File: src/rtl/sfp_pkg.sv
package sfp_pkg;

  typedef enum logic {
    FK_PRI = 1'b0,
    FK_SEC = 1'b1
  } frame_kind_e;

endpackage

File: src/rtl/sfp_sync.sv
module sfp_sync #(
  parameter int WIDTH  = 1,
  parameter int STAGES = 2
) (
  input  logic             clk,
  input  logic             rst_n,
  input  logic [WIDTH-1:0] d,
  output logic [WIDTH-1:0] q
);

  for (genvar gb = 0; gb < WIDTH; gb++) begin : g_bit
    logic [STAGES-1:0] chain_q;
    logic [STAGES-1:0] chain_d;

    always_comb begin
      chain_d = {chain_q[STAGES-2:0], d[gb]};
    end

    always_ff @(posedge clk or negedge rst_n) begin
      if (!rst_n) begin
        chain_q <= '0;
      end else begin
        chain_q <= chain_d;
      end
    end

    assign q[gb] = chain_q[STAGES-1];
  end

endmodule

File: src/rtl/sfp_regfile.sv
module sfp_regfile #(
  parameter int ADDR_W   = 7,
  parameter int DATA_W   = 8,
  parameter int NUM_REGS = 16,
  parameter int MODE_REG = 1,
  parameter int MODE_BIT = 0
) (
  input  logic                         clk,
  input  logic                         rst_n,
  input  logic                         wr_en,
  input  logic [ADDR_W-1:0]            wr_addr,
  input  logic [DATA_W-1:0]            wr_data,
  input  logic [ADDR_W-1:0]            rd_addr,
  output logic [DATA_W-1:0]            rd_data,
  output logic                         mode16,
  output logic [NUM_REGS*DATA_W-1:0]   regs_flat
);

  localparam int IDX_W = (NUM_REGS > 1) ? $clog2(NUM_REGS) : 1;

  logic [IDX_W-1:0] rd_idx;

  for (genvar gi = 0; gi < NUM_REGS; gi++) begin : g_reg
    if (gi == 0) begin : g_nop
      // location 0 is reserved as the no-operation target
      assign regs_flat[gi*DATA_W +: DATA_W] = '0;
    end else begin : g_impl
      logic              hit;
      logic [DATA_W-1:0] val_q;
      logic [DATA_W-1:0] val_d;

      always_comb begin
        hit   = wr_en && (wr_addr == ADDR_W'(gi));
        val_d = hit ? wr_data : val_q;
      end

      always_ff @(posedge clk or negedge rst_n) begin
        if (!rst_n) begin
          val_q <= '0;
        end else if (hit) begin
          val_q <= val_d;
        end
      end

      assign regs_flat[gi*DATA_W +: DATA_W] = val_q;
    end
  end

  always_comb begin
    rd_idx  = rd_addr[IDX_W-1:0];
    rd_data = '0;
    if (int'(rd_addr) < NUM_REGS) begin
      rd_data = regs_flat[rd_idx*DATA_W +: DATA_W];
    end
  end

  assign mode16 = regs_flat[MODE_REG*DATA_W + MODE_BIT];


  no_stray_write_chk: assert property (@(posedge clk) disable iff (!rst_n)
    !wr_en |=> $stable(regs_flat));


  unimpl_write_drop_chk: assert property (@(posedge clk) disable iff (!rst_n)
    (wr_en && (wr_addr == '0 || int'(wr_addr) >= NUM_REGS)) |=> $stable(regs_flat));

endmodule

File: src/rtl/sfp_frame_ctl.sv
module sfp_frame_ctl
  import sfp_pkg::*;
#(
  parameter int ADDR_W = 7,
  parameter int DATA_W = 8
) (
  input  logic                       clk,
  input  logic                       rst_n,
  input  logic                       sclk_s,
  input  logic                       fsync_s,
  input  logic                       sdi_s,
  input  logic                       req_s,
  input  logic                       mode16,
  input  logic [ADDR_W+DATA_W:0]     pri_in,
  input  logic [DATA_W-1:0]          rd_data,
  output logic [ADDR_W-1:0]          rd_addr,
  output logic                       wr_en,
  output logic [ADDR_W-1:0]          wr_addr,
  output logic [DATA_W-1:0]          wr_data,
  output logic                       sdo,
  output logic                       sdo_en,
  output logic [ADDR_W+DATA_W:0]     pri_out,
  output logic                       pri_vld
);

  localparam int FRAME_W = 1 + ADDR_W + DATA_W;
  localparam int CNT_W   = $clog2(FRAME_W);
  localparam logic [CNT_W-1:0] LAST   = CNT_W'(FRAME_W - 1);
  localparam logic [CNT_W-1:0] DSTART = CNT_W'(FRAME_W - DATA_W);
  localparam logic [CNT_W-1:0] AEND   = CNT_W'(FRAME_W - DATA_W - 1);

  logic               sclk_dly_q;
  logic               sclk_rise, sclk_fall;
  logic               active_q, active_d;
  frame_kind_e        kind_q, kind_d;
  logic [CNT_W-1:0]   cnt_q, cnt_d, cnt_inc;
  logic [FRAME_W-2:0] in_sh_q, in_sh_d;
  logic [FRAME_W-1:0] out_sh_q, out_sh_d;
  logic               sdo_q, sdo_d;
  logic               sdo_en_q, sdo_en_d;
  logic               rw_q, rw_d;
  logic               pend_q, pend_d;
  logic               last_pri_q, last_pri_d;
  logic [FRAME_W-1:0] pri_out_q, pri_out_d;
  logic               pri_vld_q, pri_vld_d;
  logic [FRAME_W-1:0] word;

  always_comb begin
    sclk_rise = sclk_s && !sclk_dly_q;
    sclk_fall = !sclk_s && sclk_dly_q;
    cnt_inc   = cnt_q + 1'b1;
    word      = {in_sh_q, sdi_s};
    rd_addr   = {in_sh_q[ADDR_W-2:0], sdi_s};
    wr_en     = sclk_fall && active_q && (kind_q == FK_SEC) && (cnt_q == LAST) && !rw_q;
    wr_addr   = word[FRAME_W-2 -: ADDR_W];
    wr_data   = word[DATA_W-1:0];
  end

  always_comb begin
    active_d   = active_q;
    kind_d     = kind_q;
    cnt_d      = cnt_q;
    in_sh_d    = in_sh_q;
    out_sh_d   = out_sh_q;
    sdo_d      = sdo_q;
    sdo_en_d   = sdo_en_q;
    rw_d       = rw_q;
    pend_d     = pend_q;
    last_pri_d = last_pri_q;
    pri_out_d  = pri_out_q;
    pri_vld_d  = 1'b0;

    if (sclk_rise) begin
      if (fsync_s) begin
        active_d = 1'b1;
        cnt_d    = '0;
        if (pend_q && last_pri_q) begin
          kind_d   = FK_SEC;
          pend_d   = 1'b0;
          sdo_en_d = 1'b0;
        end else begin
          kind_d   = FK_PRI;
          sdo_d    = pri_in[FRAME_W-1];
          out_sh_d = {pri_in[FRAME_W-2:0], 1'b0};
          sdo_en_d = 1'b1;
        end
      end else if (active_q && cnt_q != LAST) begin
        cnt_d = cnt_inc;
        if (kind_q == FK_PRI || (rw_q && cnt_inc >= DSTART)) begin
          sdo_d    = out_sh_q[FRAME_W-1];
          out_sh_d = {out_sh_q[FRAME_W-2:0], 1'b0};
          sdo_en_d = 1'b1;
        end else begin
          sdo_en_d = 1'b0;
        end
      end else if (active_q) begin
        active_d = 1'b0;
        sdo_en_d = 1'b0;
      end
    end

    if (sclk_fall && active_q) begin
      in_sh_d = word[FRAME_W-2:0];
      if (cnt_q == '0) begin
        rw_d = sdi_s;
      end
      if (kind_q == FK_SEC && cnt_q == AEND) begin
        out_sh_d = {rd_data, {(FRAME_W-DATA_W){1'b0}}};
      end
      if (cnt_q == LAST) begin
        last_pri_d = (kind_q == FK_PRI);
        if (kind_q == FK_PRI) begin
          pri_vld_d = 1'b1;
          if (mode16) begin
            pri_out_d = word;
          end else begin
            pri_out_d = {word[FRAME_W-1:1], 1'b0};
            if (word[0]) begin
              pend_d = 1'b1;
            end
          end
        end
      end
    end

    if (req_s) begin
      pend_d = 1'b1;
    end
  end

  always_ff @(posedge clk or negedge rst_n) begin
    if (!rst_n) begin
      sclk_dly_q <= 1'b0;
      active_q   <= 1'b0;
      kind_q     <= FK_PRI;
      cnt_q      <= '0;
      in_sh_q    <= '0;
      out_sh_q   <= '0;
      sdo_q      <= 1'b0;
      sdo_en_q   <= 1'b0;
      rw_q       <= 1'b0;
      pend_q     <= 1'b0;
      last_pri_q <= 1'b0;
      pri_out_q  <= '0;
      pri_vld_q  <= 1'b0;
    end else begin
      sclk_dly_q <= sclk_s;
      active_q   <= active_d;
      kind_q     <= kind_d;
      cnt_q      <= cnt_d;
      in_sh_q    <= in_sh_d;
      out_sh_q   <= out_sh_d;
      sdo_q      <= sdo_d;
      sdo_en_q   <= sdo_en_d;
      rw_q       <= rw_d;
      pend_q     <= pend_d;
      last_pri_q <= last_pri_d;
      pri_out_q  <= pri_out_d;
      pri_vld_q  <= pri_vld_d;
    end
  end

  assign sdo     = sdo_q;
  assign sdo_en  = sdo_en_q;
  assign pri_out = pri_out_q;
  assign pri_vld = pri_vld_q;


  sdo_in_frame_chk: assert property (@(posedge clk) disable iff (!rst_n)
    sdo_en_q |-> active_q);


  sec_sdo_window_chk: assert property (@(posedge clk) disable iff (!rst_n)
    (sdo_en_q && kind_q == FK_SEC) |-> (rw_q && cnt_q >= DSTART));


  sec_after_pri_chk: assert property (@(posedge clk) disable iff (!rst_n)
    (active_q && kind_q == FK_SEC && cnt_q != LAST) |-> last_pri_q);


  req_kept_chk: assert property (@(posedge clk) disable iff (!rst_n)
    $rose(req_s) |=> pend_q);


  lsb_masked_chk: assert property (@(posedge clk) disable iff (!rst_n)
    pri_vld_q |-> (mode16 || !pri_out_q[0]));

endmodule

File: src/rtl/secframe_port.sv
module secframe_port #(
  parameter int ADDR_W   = 7,
  parameter int DATA_W   = 8,
  parameter int NUM_REGS = 16,
  parameter int MODE_REG = 1,
  parameter int MODE_BIT = 0
) (
  input  logic                       clk,
  input  logic                       rst_n,
  input  logic                       sclk,
  input  logic                       fsync,
  input  logic                       sdi,
  input  logic                       hw_req,
  input  logic [ADDR_W+DATA_W:0]     pri_in,
  output logic                       sdo,
  output logic                       sdo_en,
  output logic [ADDR_W+DATA_W:0]     pri_out,
  output logic                       pri_vld,
  output logic [NUM_REGS*DATA_W-1:0] ctrl_regs
);

  localparam int SYNC_STAGES = 2;
  localparam int N_PINS      = 4;

  logic [1:0]        rst_pipe_q;
  logic              rst_n_i;
  logic [N_PINS-1:0] pins_raw, pins_s;
  logic              mode16;
  logic [ADDR_W-1:0] rd_addr, wr_addr;
  logic [DATA_W-1:0] rd_data, wr_data;
  logic              wr_en;

  always_ff @(posedge clk or negedge rst_n) begin
    if (!rst_n) begin
      rst_pipe_q <= '0;
    end else begin
      rst_pipe_q <= {rst_pipe_q[0], 1'b1};
    end
  end
  assign rst_n_i  = rst_pipe_q[1];

  assign pins_raw = {hw_req, sdi, fsync, sclk};

  sfp_sync #(
    .WIDTH  (N_PINS),
    .STAGES (SYNC_STAGES)
  ) i_sync (
    .clk   (clk),
    .rst_n (rst_n_i),
    .d     (pins_raw),
    .q     (pins_s)
  );

  sfp_frame_ctl #(
    .ADDR_W (ADDR_W),
    .DATA_W (DATA_W)
  ) i_frame (
    .clk     (clk),
    .rst_n   (rst_n_i),
    .sclk_s  (pins_s[0]),
    .fsync_s (pins_s[1]),
    .sdi_s   (pins_s[2]),
    .req_s   (pins_s[3]),
    .mode16  (mode16),
    .pri_in  (pri_in),
    .rd_data (rd_data),
    .rd_addr (rd_addr),
    .wr_en   (wr_en),
    .wr_addr (wr_addr),
    .wr_data (wr_data),
    .sdo     (sdo),
    .sdo_en  (sdo_en),
    .pri_out (pri_out),
    .pri_vld (pri_vld)
  );

  sfp_regfile #(
    .ADDR_W   (ADDR_W),
    .DATA_W   (DATA_W),
    .NUM_REGS (NUM_REGS),
    .MODE_REG (MODE_REG),
    .MODE_BIT (MODE_BIT)
  ) i_regs (
    .clk       (clk),
    .rst_n     (rst_n_i),
    .wr_en     (wr_en),
    .wr_addr   (wr_addr),
    .wr_data   (wr_data),
    .rd_addr   (rd_addr),
    .rd_data   (rd_data),
    .mode16    (mode16),
    .regs_flat (ctrl_regs)
  );

endmodule

File: config.mk
export PLATFORM = sky130hd
export DESIGN_NAME = secframe_port
export DESIGN_NICKNAME = d
export VERILOG_FILES = /design/src/rtl/sfp_pkg.sv /design/src/rtl/sfp_sync.sv /design/src/rtl/sfp_regfile.sv /design/src/rtl/sfp_frame_ctl.sv /design/src/rtl/secframe_port.sv
export SDC_FILE = /design/constraint.sdc
export NUM_CORES = 1
export LEC_CHECK = 0
export ABC_AREA = 1
export BUFFER_PORTS_ARGS = -buffer_cell sky130_fd_sc_hd__buf_2
export CELL_PAD_IN_SITES_DETAIL_PLACEMENT = 1
export CELL_PAD_IN_SITES_GLOBAL_PLACEMENT = 1
export CORE_ASPECT_RATIO = 0.75
export CORE_MARGIN = 2
export CORE_UTILIZATION = 25
export DETAILED_ROUTE_END_ITERATION = 10
export PLACE_DENSITY_LB_ADDON = 0.1
export SYNTH_ARGS = -nofsm -noshare
export SYNTH_HDL_FRONTEND = slang
export SYNTH_SLANG_ARGS = --single-unit
File: constraint.sdc
create_clock -name clk -period 7 [get_ports clk]
set_clock_uncertainty 0.1 [all_clocks]
set_input_delay 1.05 -clock clk [delete_from_list [all_inputs] [get_ports clk]]
set_output_delay 1.05 -clock clk [all_outputs]
set_load 0.1 [all_outputs]
==> impl_results.rst, run 1 <==
.. list-table::
   :header-rows: 1

   * - Metric
     - Value
   * - Count of input and output buffers
     - 160
   * - Total non-filler cell area in the finished layout
     - 10,700 um2
   * - Layout Cells excl Fill
     - 1,704
   * - Power after layout
     - 2.62 mW
   * - Core area
     - 35,800 um2
   * - Worst Tran Pin Value
     - 1.11 ns
   * - Gr usage total
     - 19.7%
   * - Buffers and inverters on the worst path
     - 2
   * - Count of H-tree levels built during CTS
     - 4
   * - Average wire length per cell after detail routing
     - 21.4 um
   * - Number of cells on the critical path
     - 8
   * - Proportion of synthesized flip-flops having asynchronous set or reset
     - 100%
   * - Hold violation count in the final report
     - 0
   * - Cell seen most often among critical-path stages
     - sky130_fd_sc_hd__nor2_1
   * - Critical path data required time
     - 7.23 ns
   * - Area grow syn2layout
     - 18.0%
   * - Weighted congestion at the end of routability-driven global placement
     - 0.832
   * - Final routed DRC violation total
     - 0
   * - Die Ht
     - 169 um
   * - DP Cell Count
     - 1,673
   * - Total power density per cell area
     - 244 nW/um2
   * - Post-layout min period
     - 2.84 ns
   * - Clock Sinks
     - 190
   * - Cell row count
     - 60
   * - Final routed wirelength across all metal layers
     - 36,500 um
   * - Iter 0 DRT Violations
     - 474
   * - Synthesized instance count
     - 1,101
   * - Number of buffers added to fix hold violations after cts
     - 0
   * - CP max FO
     - 25
   * - Starting density of the core
     - 25.4%
   * - Worst rel slew slack
     - 26.2%
   * - Distinct cell type count of the synthesized netlist
     - 34
   * - Setup total negative slack
     - 0 ns
   * - Horizontal die dimension
     - 224 um
   * - Worst hold path depth
     - 0
   * - Routed via count
     - 8,054
   * - GR Overflow Total
     - 0
   * - Worst path arrival time
     - 3.08 ns
   * - Worst Reg-to-Reg Cells
     - 8
   * - Average cell area after synthesis
     - 8.25 um2
   * - Antenna violations before repair
     - 0
   * - EDFF count, synth
     - 0
   * - Die Footprint
     - 37,900 um2
   * - Area of placed instances
     - 10,200 um2
   * - Inserted Clock Buffers
     - 17
   * - Post-layout nets
     - 1,251
   * - Diodes inserted
     - 0
   * - Leakage
     - 5.35 nW
   * - Buffers from clock root to sink, at most
     - 2
   * - Leading cell types in the layout, fill and taps excluded
     - sky130_fd_sc_hd__nand2_1, sky130_fd_sc_hd__dfrtp_1, sky130_fd_sc_hd__buf_2
   * - Cts repair resizes
     - 0
   * - Status
     - finished clean
   * - Number of synthesized register bits
     - 190
   * - Kind of cell adding the most delay to the critical path
     - simple AND/OR/NAND/NOR gates
   * - Launching element type of the critical path
     - flop
   * - Final setup viols
     - 0
   * - Path type of the worst setup path
     - flop to flop
   * - Detailed Place HPWL
     - 26,200 um
   * - RSZ-0062 raised after global routing
     - false
   * - Insertion delay to the later sink of the worst-skew pair
     - 0.45 ns
   * - Via count of the first global-routing pass
     - 8,235
   * - # Post-CTS Setup Buffers
     - 0
   * - Count of max-cap constraint violations
     - 0
   * - Wire length of the first global-routing pass
     - 54,900 um
   * - Crit path capture type
     - flop
   * - Mean number of vias per cell
     - 4.73
   * - Highest-delay cell along the critical path
     - sky130_fd_sc_hd__nor2_2
   * - Portion of the clock cycle consumed by the worst path in the final layout
     - 40.6%
   * - YS warnings
     - 0
   * - Worst slack on hold paths
     - 0.253 ns
   * - Clock-pin slew of the registers on the worst-case setup and hold paths
     - 0.07 ns
   * - I/O Pins
     - 169
   * - Achievable frequency
     - 352 MHz
   * - Worst min-delay path category
     - flop to flop
   * - CTS tree
     - yes
   * - Slew Limit Fails
     - 0
   * - Mapped Area
     - 9080 um2
   * - Sequential cell area fraction in the yosys report
     - 52.3%
   * - Highest cell delay on the worst timing path
     - 0.83 ns
   * - Clock root buffer
     - sky130_fd_sc_hd__clkbuf_16
   * - Worst voltage drop across the vdd grid
     - 0.138 mV
   * - Most common library cell in the layout ignoring fill and taps
     - sky130_fd_sc_hd__nand2_1
   * - Ratio of cells with drive above 1 in the final layout
     - 19.9%
   * - Remaining number of nets flagged by the antenna check after routing
     - 0
   * - Primary FF master, synth
     - sky130_fd_sc_hd__dfrtp_1
   * - Crit path cell chain
     - nor2_2, inv_1, nor2_1, inv_2, nand3_1, nand2_1, nor2_1, nor2_1
   * - Initial DRT Pass Iterations
     - 7
   * - Largest net degree at the start of global routing
     - 71
state kept, by name (all words and copies together) (netlist names), 2 cells and up:
name / cells
i_regs.g.g_impl.val_q: 120
rst_pipe_q: 2
i_frame.pri_out: 16
i_frame.out_sh_q: 16
i_frame.in_sh_q: 15
i_sync.g_bit.chain_q: 8
i_frame.cnt_q: 4
layer usage:
layer | GRT usage (%) | vias to the layer above | share of wire, %
met5 | 0 | - | 0
met4 | 4.00 | 0 | 0.93
met2 | 29.7 | 130 | 44
met3 | 3.12 | 19 | 2.8
met1 | 29.5 | 4062 | 52
li1 | - | 3843 | -
synthesized netlist by cell type, types with 5 or more instances:
library cell / count / area share [%]
sky130_fd_sc_hd__a21oi_1: 34 / 1.9
sky130_fd_sc_hd__buf_2: 5 / 0.28
sky130_fd_sc_hd__buf_4: 9 / 0.74
sky130_fd_sc_hd__buf_6: 15 / 1.9
sky130_fd_sc_hd__clkbuf_1: 39 / 1.6
sky130_fd_sc_hd__dfrtp_1: 190 / 52
sky130_fd_sc_hd__inv_1: 87 / 3.6
sky130_fd_sc_hd__nand2_1: 311 / 13
sky130_fd_sc_hd__nand2_4: 10 / 1.2
sky130_fd_sc_hd__nand3_1: 85 / 4.7
sky130_fd_sc_hd__nand4_1: 11 / 0.76
sky130_fd_sc_hd__nor2_1: 42 / 1.7
sky130_fd_sc_hd__nor3_1: 16 / 0.88
sky130_fd_sc_hd__o211ai_1: 17 / 1.4
sky130_fd_sc_hd__o21ai_0: 114 / 6.3
sky130_fd_sc_hd__o21ai_1: 62 / 3.4
sky130_fd_sc_hd__o21ai_2: 18 / 1.7
sky130_fd_sc_hd__or2_2: 10 / 0.69
kinds of logic after synthesis:
family / count (synthesis) / synth area share, %
AND/OR/NAND/NOR: 490 / 23.3
AO/OA/AOI/OAI: 252 / 15.2
flip-flops: 190 / 52.3
buffers and inverters: 164 / 8.64
adder cells (fa/ha/maj): 2 / 0.275
other: 2 / 0.0827
XOR/XNOR: 1 / 0.0964
where the power goes:
part | switching [mW] | total (mW) | internal, mW
combinational | 0.330 | 0.421 | 0.0914
clock | 0.459 | 0.996 | 0.536
sequential | 0.0610 | 1.20 | 1.14
total | 0.850 | 2.62 | 1.77
worst paths after layout:
path,slack [ns],end,startpoint
worst max-delay path,4.16,i_frame.out_sh_q[14],i_frame.sclk_dly_q
worst min-delay path,0.25,i_sync.g_bit[1].chain_q[1],i_sync.g_bit[1].chain_q[0]
worst max register to register,4.16,i_frame.out_sh_q[14],i_frame.sclk_dly_q
worst min register to register,0.25,i_sync.g_bit[1].chain_q[1],i_sync.g_bit[1].chain_q[0]
max in group asynchronous,4.92,i_regs.g_reg[2].g_impl.val_q[0],rst_pipe_q[1]
min in group asynchronous,0.27,rst_pipe_q[1],rst_n
area by class of cell:
cell class	instances	area (um2)
Fill cell	4277	25100
Sequential cell	190	4760
Inverter	92	345
Timing Repair Buffer	172	891
Clock buffer	22	454
Tap cell	465	582
Multi-Input combinational cell	754	3570
Clock inverter	9	111
through the flow:
stage / util, % / worst slack (ns)
3_5_place_dp: 28.3 / 4.18
5_1_grt: 29.9 / 3.92
2_1_floorplan: - / 1.21
6_report: 29.9 / 4.16
4_1_cts: 29.9 / 4.17
3_3_place_gp: 28.3 / 4.14
Note: power is estimated with default switching activity, not from simulation.
==> run 2, diff against run 1 <==
- ABC_AREA: 1 -> 0
- clock period: 7 -> 2.8 ns (I/O delays scaled with it)
==> run 2 against run 1 <==
Hold slack got worse by 0.082 ns. Critical path depth decreased by 3. Sequential share of layout area decreased by 0.92 points. Sequential cell count unchanged. Critical path type unchanged. Highest routed layer unchanged. Non-clock buffer count increased by 33. Die area decreased by 2.8%. Clock power increased by 140%. Power increased to 2.6 times the previous value.
==> impl_results.rst, run 2 <==
.. list-table::
   :header-rows: 1

   * - Metric
     - Value
   * - Ratio of cells with drive above 1 in the final layout
     - 49.5%
   * - Number of synthesized register bits
     - 190
   * - Slew Limit Fails
     - 0
   * - EDFF count, synth
     - 0
   * - Crit path cell chain
     - or4b_1, or4_4, nor3b_4, nand3_2, mux2_2
   * - Initial DRT Pass Iterations
     - 6
   * - Met3 routed WL
     - 1330 um
   * - Leakage
     - 5.59 nW
   * - Antenna violations before repair
     - 0
   * - Detailed Place HPWL
     - 22,600 um
   * - Highest-delay cell along the critical path
     - sky130_fd_sc_hd__or4_4
   * - Worst path arrival time
     - 2.91 ns
   * - Buffers from clock root to sink, at most
     - 2
   * - Post-synthesis cell type with the largest combined area
     - sky130_fd_sc_hd__dfrtp_1
   * - Routed via count
     - 6,343
   * - GR Overflow Total
     - 0
   * - Worst Reg-to-Reg Cells
     - 5
   * - Area grow syn2layout
     - 24.0%
   * - Clock-pin slew of the registers on the worst-case setup and hold paths
     - 0.07 ns
   * - Worst Tran Pin Value
     - 0.814 ns
   * - Mean number of vias per cell
     - 4.81
   * - Achievable frequency
     - 373 MHz
   * - Die Ht
     - 167 um
   * - # Post-CTS Setup Buffers
     - 0
   * - RSZ-0062 raised after global routing
     - false
   * - Final routed DRC violation total
     - 0
   * - Via count of the first global-routing pass
     - 7,080
   * - Leading cell types in the layout, fill and taps excluded
     - sky130_fd_sc_hd__dfrtp_1, sky130_fd_sc_hd__buf_2, sky130_fd_sc_hd__mux2_2
   * - Synthesized instance count
     - 675
   * - Post-layout nets
     - 872
   * - Gr usage total
     - 17.1%
   * - Average wire length per cell after detail routing
     - 23.5 um
   * - CP max FO
     - 8
   * - Remaining number of nets flagged by the antenna check after routing
     - 0
   * - Synth top area share
     - 53.9%
   * - Number of buffers added to fix hold violations after cts
     - 5
   * - Total power density per cell area
     - 618 nW/um2
   * - Critical path data required time
     - 3.03 ns
   * - Path type of the worst setup path
     - flop to flop
   * - Insertion delay to the later sink of the worst-skew pair
     - 0.45 ns
   * - Launching element type of the critical path
     - flop
   * - Iter 0 DRT Violations
     - 297
   * - Most common cell in the synthesized netlist
     - sky130_fd_sc_hd__dfrtp_1
   * - CTS tree
     - yes
   * - Diodes inserted
     - 0
   * - Most frequent cells after synthesis
     - sky130_fd_sc_hd__dfrtp_1, sky130_fd_sc_hd__mux2_2, sky130_fd_sc_hd__clkbuf_1
   * - Highest cell delay on the worst timing path
     - 0.49 ns
   * - YS warnings
     - 0
   * - Weighted congestion at the end of routability-driven global placement
     - 0.768
   * - Average cell area after synthesis
     - 13.1 um2
   * - Final routed wirelength across all metal layers
     - 30,900 um
   * - End of the worst register-to-register path
     - i_regs.g_reg[11].g_impl.val_q[3]
   * - Cell row count
     - 59
   * - Post-layout min period
     - 2.68 ns
   * - Count of H-tree levels built during CTS
     - 4
   * - I/O Pins
     - 169
   * - Timing startpoint of the critical path
     - i_frame.kind_q
   * - Crit path capture
     - i_regs.g_reg[11].g_impl.val_q[3]
   * - Setup total negative slack
     - 0 ns
   * - Worst voltage drop across the vdd grid
     - 0.261 mV
   * - Core area
     - 34,800 um2
   * - Mapped Area
     - 8830 um2
   * - Portion of the clock cycle consumed by the worst path in the final layout
     - 95.7%
   * - Most common library cell in the layout ignoring fill and taps
     - sky130_fd_sc_hd__dfrtp_1
   * - Cell types occupying the most area after synthesis
     - sky130_fd_sc_hd__dfrtp_1, sky130_fd_sc_hd__mux2_2, sky130_fd_sc_hd__mux2i_1
   * - Starting density of the core
     - 25.4%
   * - Clock root buffer
     - sky130_fd_sc_hd__clkbuf_16
   * - Number of flip-flops in the largest register
     - 120
   * - Launching point of the worst reg2reg path
     - i_frame.kind_q
   * - Setup slack after layout
     - 0.122 ns
   * - Detailed-routing wirelength on met1
     - 15,200 um
   * - Final setup viols
     - 0
   * - Count of input and output buffers
     - 160
   * - Proportion of synthesized flip-flops having asynchronous set or reset
     - 100%
   * - Clock Sinks
     - 190
   * - Top reg by flops
     - i_regs.g.g_impl.val_q
   * - Worst rel slew slack
     - 45.5%
   * - Hold violation count in the final report
     - 0
   * - Largest net degree at the start of global routing
     - 49
   * - Total met2 wirelength after detailed routing
     - 14,000 um
   * - Distinct cell type count of the synthesized netlist
     - 56
   * - Sequential cell area fraction in the yosys report
     - 53.9%
   * - Pre-CTS setup slack
     - 0.158 ns
   * - R2R Setup Slk
     - 0.12 ns
   * - Status
     - finished clean
   * - Highest metal layer with signal wires
     - met4
   * - Inserted Clock Buffers
     - 17
   * - Worst min-delay path category
     - input port to asynchronous set/reset pin
   * - Die Footprint
     - 36,800 um2
   * - Cts repair resizes
     - 0
   * - Primary FF master, synth
     - sky130_fd_sc_hd__dfrtp_1
   * - Horizontal die dimension
     - 221 um
   * - Wire length of the first global-routing pass
     - 47,300 um
   * - Crit path capture type
     - flop
   * - Count of max-cap constraint violations
     - 0
-- run 2: cell count changes in the layout (fill, tap and decap cells not counted), moves of 61 or more --
cell	delta
sky130_fd_sc_hd__o21ai_1	-61
sky130_fd_sc_hd__nand2_1	-285
sky130_fd_sc_hd__mux2_2	+159
sky130_fd_sc_hd__o21ai_0	-96
sky130_fd_sc_hd__nand3_1	-66
sky130_fd_sc_hd__inv_1	-82
-- run 2: final cells by class --
type                            instances  area, um2
Fill cell                            3774      23800
Sequential cell                       190       4760
Multi-Input combinational cell        429       3820
Timing Repair Buffer                  205       1210
Tap cell                              457        572
Clock buffer                           18        439
Clock inverter                         14        124
Inverter                                5       18.8
-- run 2: per-layer routing --
layer | up-vias | GRT usage [%]
met2 | 118 | 26.3
met4 | 0 | 4.38
met3 | 22 | 4.66
li1 | 2835 | -
met5 | - | 0
met1 | 3368 | 23.7
-- run 2: kinds of logic (layout without fill, tap and decap cells) --
family	Yosys count	in the layout	synth area share (%)
flops	190	190	53.9
compound gates	95	95	7.44
xor+xnor	1	1	0.0992
buf+inv	63	242	3.19
simple gates	114	114	7.23
fa+ha+maj	2	2	0.283
mux	208	208	27.8
other cells	2	9	0.0851
-- run 2: worst min path at each step --
| stage | slack [ns] | cells after the start | end |
|---|---|---|---|
| after floorplan | 0.02 | 0 | rst_pipe_q[0] |
| after global placement | 0.11 | 1 | rst_pipe_q[0] |
| after detailed placement | 0.11 | 1 | rst_pipe_q[0] |
| after CTS | 0.14 | 2 | rst_pipe_q[1] |
| after global routing | 0.16 | 2 | rst_pipe_q[1] |
| final | 0.17 | 2 | rst_pipe_q[1] |
-- run 2: critical path: cells and delay by family, from the launching register on --
| family | cells | cell delay, ns |
|---|---|---|
| and+or+nand+nor | 4 | 1.60 |
| DFF | 1 | 0.47 |
| muxes | 1 | 0.38 |
-- run 2: metrics by stage --
stage / hold WS, ns / instance area, um2 / total power [mW] / instances / utilization, %
final: 0.171 / 10900 / 6.76 / 1318 / 31.5
after global routing: 0.164 / 10900 / 7.10 / 1318 / 31.5
after CTS: 0.141 / 10900 / 6.87 / 1318 / 31.5
after detailed placement: 0.108 / 10300 / 4.40 / 1281 / 29.7
after global placement: 0.107 / 10300 / 4.36 / 1281 / 29.7
after floorplan: 0.0244 / 8860 / 3.90 / 682 / -
-- run 2: power breakdown --
part	leakage [nW]	internal, mW	total [mW]	switching (mW)
sequential	2.55	2.91	3.25	0.346
combinational	2.77	0.390	1.09	0.696
clock	0.274	1.20	2.42	1.23
==> run 3, diff against run 2 <==
- PLACE_DENSITY_LB_ADDON: 0.1 -> 0.12
==> run 3 against run 2 <==
Utilization about the same. Final cell count stayed put. Clock power about the same. Worst setup slack got worse by 0.051 ns. Die area unchanged. Combinational power is essentially flat. Critical path depth unchanged. Non-clock buffer count did not move. Critical endpoint is now i_regs.g_reg[9].g_impl.val_q[2]. Highest routed layer unchanged.
==> impl_results.rst, run 3 (same netlist as run 2, synthesis figures left out) <==
.. list-table::
   :header-rows: 1

   * - Metric
     - Value
   * - Remaining number of nets flagged by the antenna check after routing
     - 0
   * - Starting density of the core
     - 25.4%
   * - Cell internal power dissipation
     - 4.51 mW
   * - Status
     - finished clean
   * - Gr usage total
     - 16.9%
   * - Clock network power share
     - 35.9%
   * - Horizontal die dimension
     - 221 um
   * - Path type of the worst setup path
     - flop to flop
   * - Worst voltage drop across the vdd grid
     - 0.329 mV
   * - Core area
     - 34,800 um2
   * - Largest net degree at the start of global routing
     - 65
   * - Count of max-cap constraint violations
     - 0
   * - Setup total negative slack
     - 0 ns
   * - CP max FO
     - 8
   * - Count of input and output buffers
     - 160
   * - Ratio of cells with drive above 1 in the final layout
     - 49.5%
   * - Weighted congestion at the end of routability-driven global placement
     - 0.791
   * - Mean number of vias per cell
     - 4.84
   * - Area of combinational cells with multiple inputs
     - 3830 um2
   * - Antenna violations before repair
     - 0
   * - Clock-pin slew of the registers on the worst-case setup and hold paths
     - 0.08 ns
   * - Area grow syn2layout
     - 24.1%
   * - Cell row count
     - 59
   * - Launching point of the worst reg2reg path
     - i_frame.rw_q
   * - RSZ-0062 raised after global routing
     - true
   * - Combinational group share of total power
     - 16.2%
   * - Average wire length per cell after detail routing
     - 23.3 um
   * - Detailed Place HPWL
     - 22,200 um
   * - R2R Setup Slk
     - 0.07 ns
   * - End of the worst register-to-register path
     - i_regs.g_reg[9].g_impl.val_q[2]
   * - Via count of the first global-routing pass
     - 6,861
   * - Post-layout nets
     - 872
   * - Launching element type of the critical path
     - flop
   * - CTS tree
     - yes
   * - Switching power of the nets
     - 2.24 mW
   * - Sequential power share
     - 47.9%
   * - # Post-CTS Setup Buffers
     - 0
   * - Diodes inserted
     - 0
   * - Number of flip-flops in the largest register
     - 120
   * - Clock root buffer
     - sky130_fd_sc_hd__clkbuf_16
   * - Hold violation count in the final report
     - 0
   * - Worst Reg-to-Reg Cells
     - 5
   * - Switching share of power
     - 33.2%
   * - Pre-CTS setup slack
     - 0.0816 ns
   * - Top reg by flops
     - i_regs.g.g_impl.val_q
   * - Leakage
     - 5.59 nW
   * - Worst min-delay path category
     - input port to asynchronous set/reset pin
   * - DP Cell Count
     - 1,281
   * - Count of H-tree levels built during CTS
     - 4
   * - Combined flip-flop and latch cell area
     - 4760 um2
   * - Critical path data required time
     - 3.03 ns
   * - Slew Limit Fails
     - 0
   * - Wire length of the first global-routing pass
     - 46,700 um
   * - Crit path capture type
     - flop
   * - Insertion delay to the later sink of the worst-skew pair
     - 0.45 ns
   * - Clock Sinks
     - 190
   * - Portion of the clock cycle consumed by the worst path in the final layout
     - 97.5%
   * - Post-layout min period
     - 2.73 ns
   * - Final-layout fill cell count
     - 3,759
   * - Worst rel slew slack
     - 47.5%
   * - Achievable frequency
     - 366 MHz
   * - Total power density per cell area
     - 617 nW/um2
   * - Worst path arrival time
     - 2.96 ns
   * - Worst Tran Pin Value
     - 0.784 ns
   * - Worst slack on hold paths
     - 0.186 ns
   * - Leading cell types in the layout, fill and taps excluded
     - sky130_fd_sc_hd__dfrtp_1, sky130_fd_sc_hd__buf_2, sky130_fd_sc_hd__mux2_2
   * - Initial DRT Pass Iterations
     - 5
   * - I/O Pins
     - 169
   * - Buffers from clock root to sink, at most
     - 2
   * - Die Footprint
     - 36,800 um2
   * - Most common library cell in the layout ignoring fill and taps
     - sky130_fd_sc_hd__dfrtp_1
   * - Iter 0 DRT Violations
     - 302
   * - Final routed wirelength across all metal layers
     - 30,700 um
   * - Post-layout util
     - 31.5%
   * - Inserted Clock Buffers
     - 17
   * - Setup slack after layout
     - 0.0706 ns
   * - Routed via count
     - 6,374
   * - Die Ht
     - 167 um
   * - Layout Cells excl Fill
     - 1,318
   * - Final routed DRC violation total
     - 0
   * - GR Overflow Total
     - 0
   * - Final setup viols
     - 0
run 3: cell types whose count changed in the layout (fill, tap and decap cells not counted), sizes merged:
cell	before	now
clkinv	4	2
inv	13	15
run 3: cell type report:
cell class                      count  area share [%]
Clock buffer                       18            4.01
Clock inverter                     14            1.12
Inverter                            5           0.171
Multi-Input combinational cell    429            34.9
Sequential cell                   190            43.5
Tap cell                          457            5.22
Timing Repair Buffer              205            11.1
run 3: critical path: stages (launching register included):
cell and delay (ns):
sky130_fd_sc_hd__dfrtp_1 0.41, sky130_fd_sc_hd__or4b_1 0.53, sky130_fd_sc_hd__or4_4 0.49, sky130_fd_sc_hd__nor3b_4 0.37, sky130_fd_sc_hd__nand2_2 0.33, sky130_fd_sc_hd__mux2_2 0.37
run 3: how the worst max path moves through the flow:
stage / endpoint / from / slack [ns]
final: i_regs.g_reg[9].g_impl.val_q[2] / i_frame.rw_q / 0.07
after detailed placement: i_frame.out_sh_q[13] / i_sync.g_bit[2].chain_q[1] / 0.08
after CTS: i_regs.g_reg[11].g_impl.val_q[6] / i_frame.rw_q / 0.07
after global placement: i_frame.out_sh_q[13] / i_sync.g_bit[2].chain_q[1] / 0.04
after global routing: i_regs.g_reg[9].g_impl.val_q[6] / i_frame.cnt_q[0] / -0.0006
after floorplan: i_regs.g_reg[15].g_impl.val_q[1] / i_frame.rw_q / 0.32
run 3: layer usage:
| metal | wire length [um] | share of wire [%] | vias to the layer above | GRT usage (%) |
|---|---|---|---|---|
| li1 | - | - | 2835 | - |
| met1 | 14600 | 48 | 3379 | 23.7 |
| met2 | 14000 | 46 | 139 | 26.1 |
| met3 | 1540 | 5.0 | 21 | 3.88 |
| met4 | 543 | 1.8 | 0 | 4.99 |
| met5 | 0 | 0 | - | 0 |
run 3: metrics by stage:
stage / cell area [um2] / total power [mW]
6_report: 11000 / 6.76
4_1_cts: 10900 / 6.88
2_1_floorplan: 8860 / 3.90
3_5_place_dp: 10300 / 4.40
3_3_place_gp: 10300 / 4.36
5_1_grt: 11000 / 7.12
run 3: timing repair:
action | CTS | global route
gates resized for setup | 0 | 2
hold endpoints to repair | 6 | 0
endpoints found under the setup margin | 0 | 7
hold buffers | 5 | 0
run 3: power groups by stage:
| stage | Combinational (mW) | Sequential (mW) | Clock, mW |
|---|---|---|---|
| finish | 1.09 | 3.24 | 2.43 |
| global route | 1.19 | 3.28 | 2.64 |
| CTS | 1.11 | 3.24 | 2.52 |
| detailed placement | 1.11 | 3.29 | 0 |
| global placement | 1.08 | 3.28 | 0 |
| floorplan | 0.758 | 3.14 | 0 |
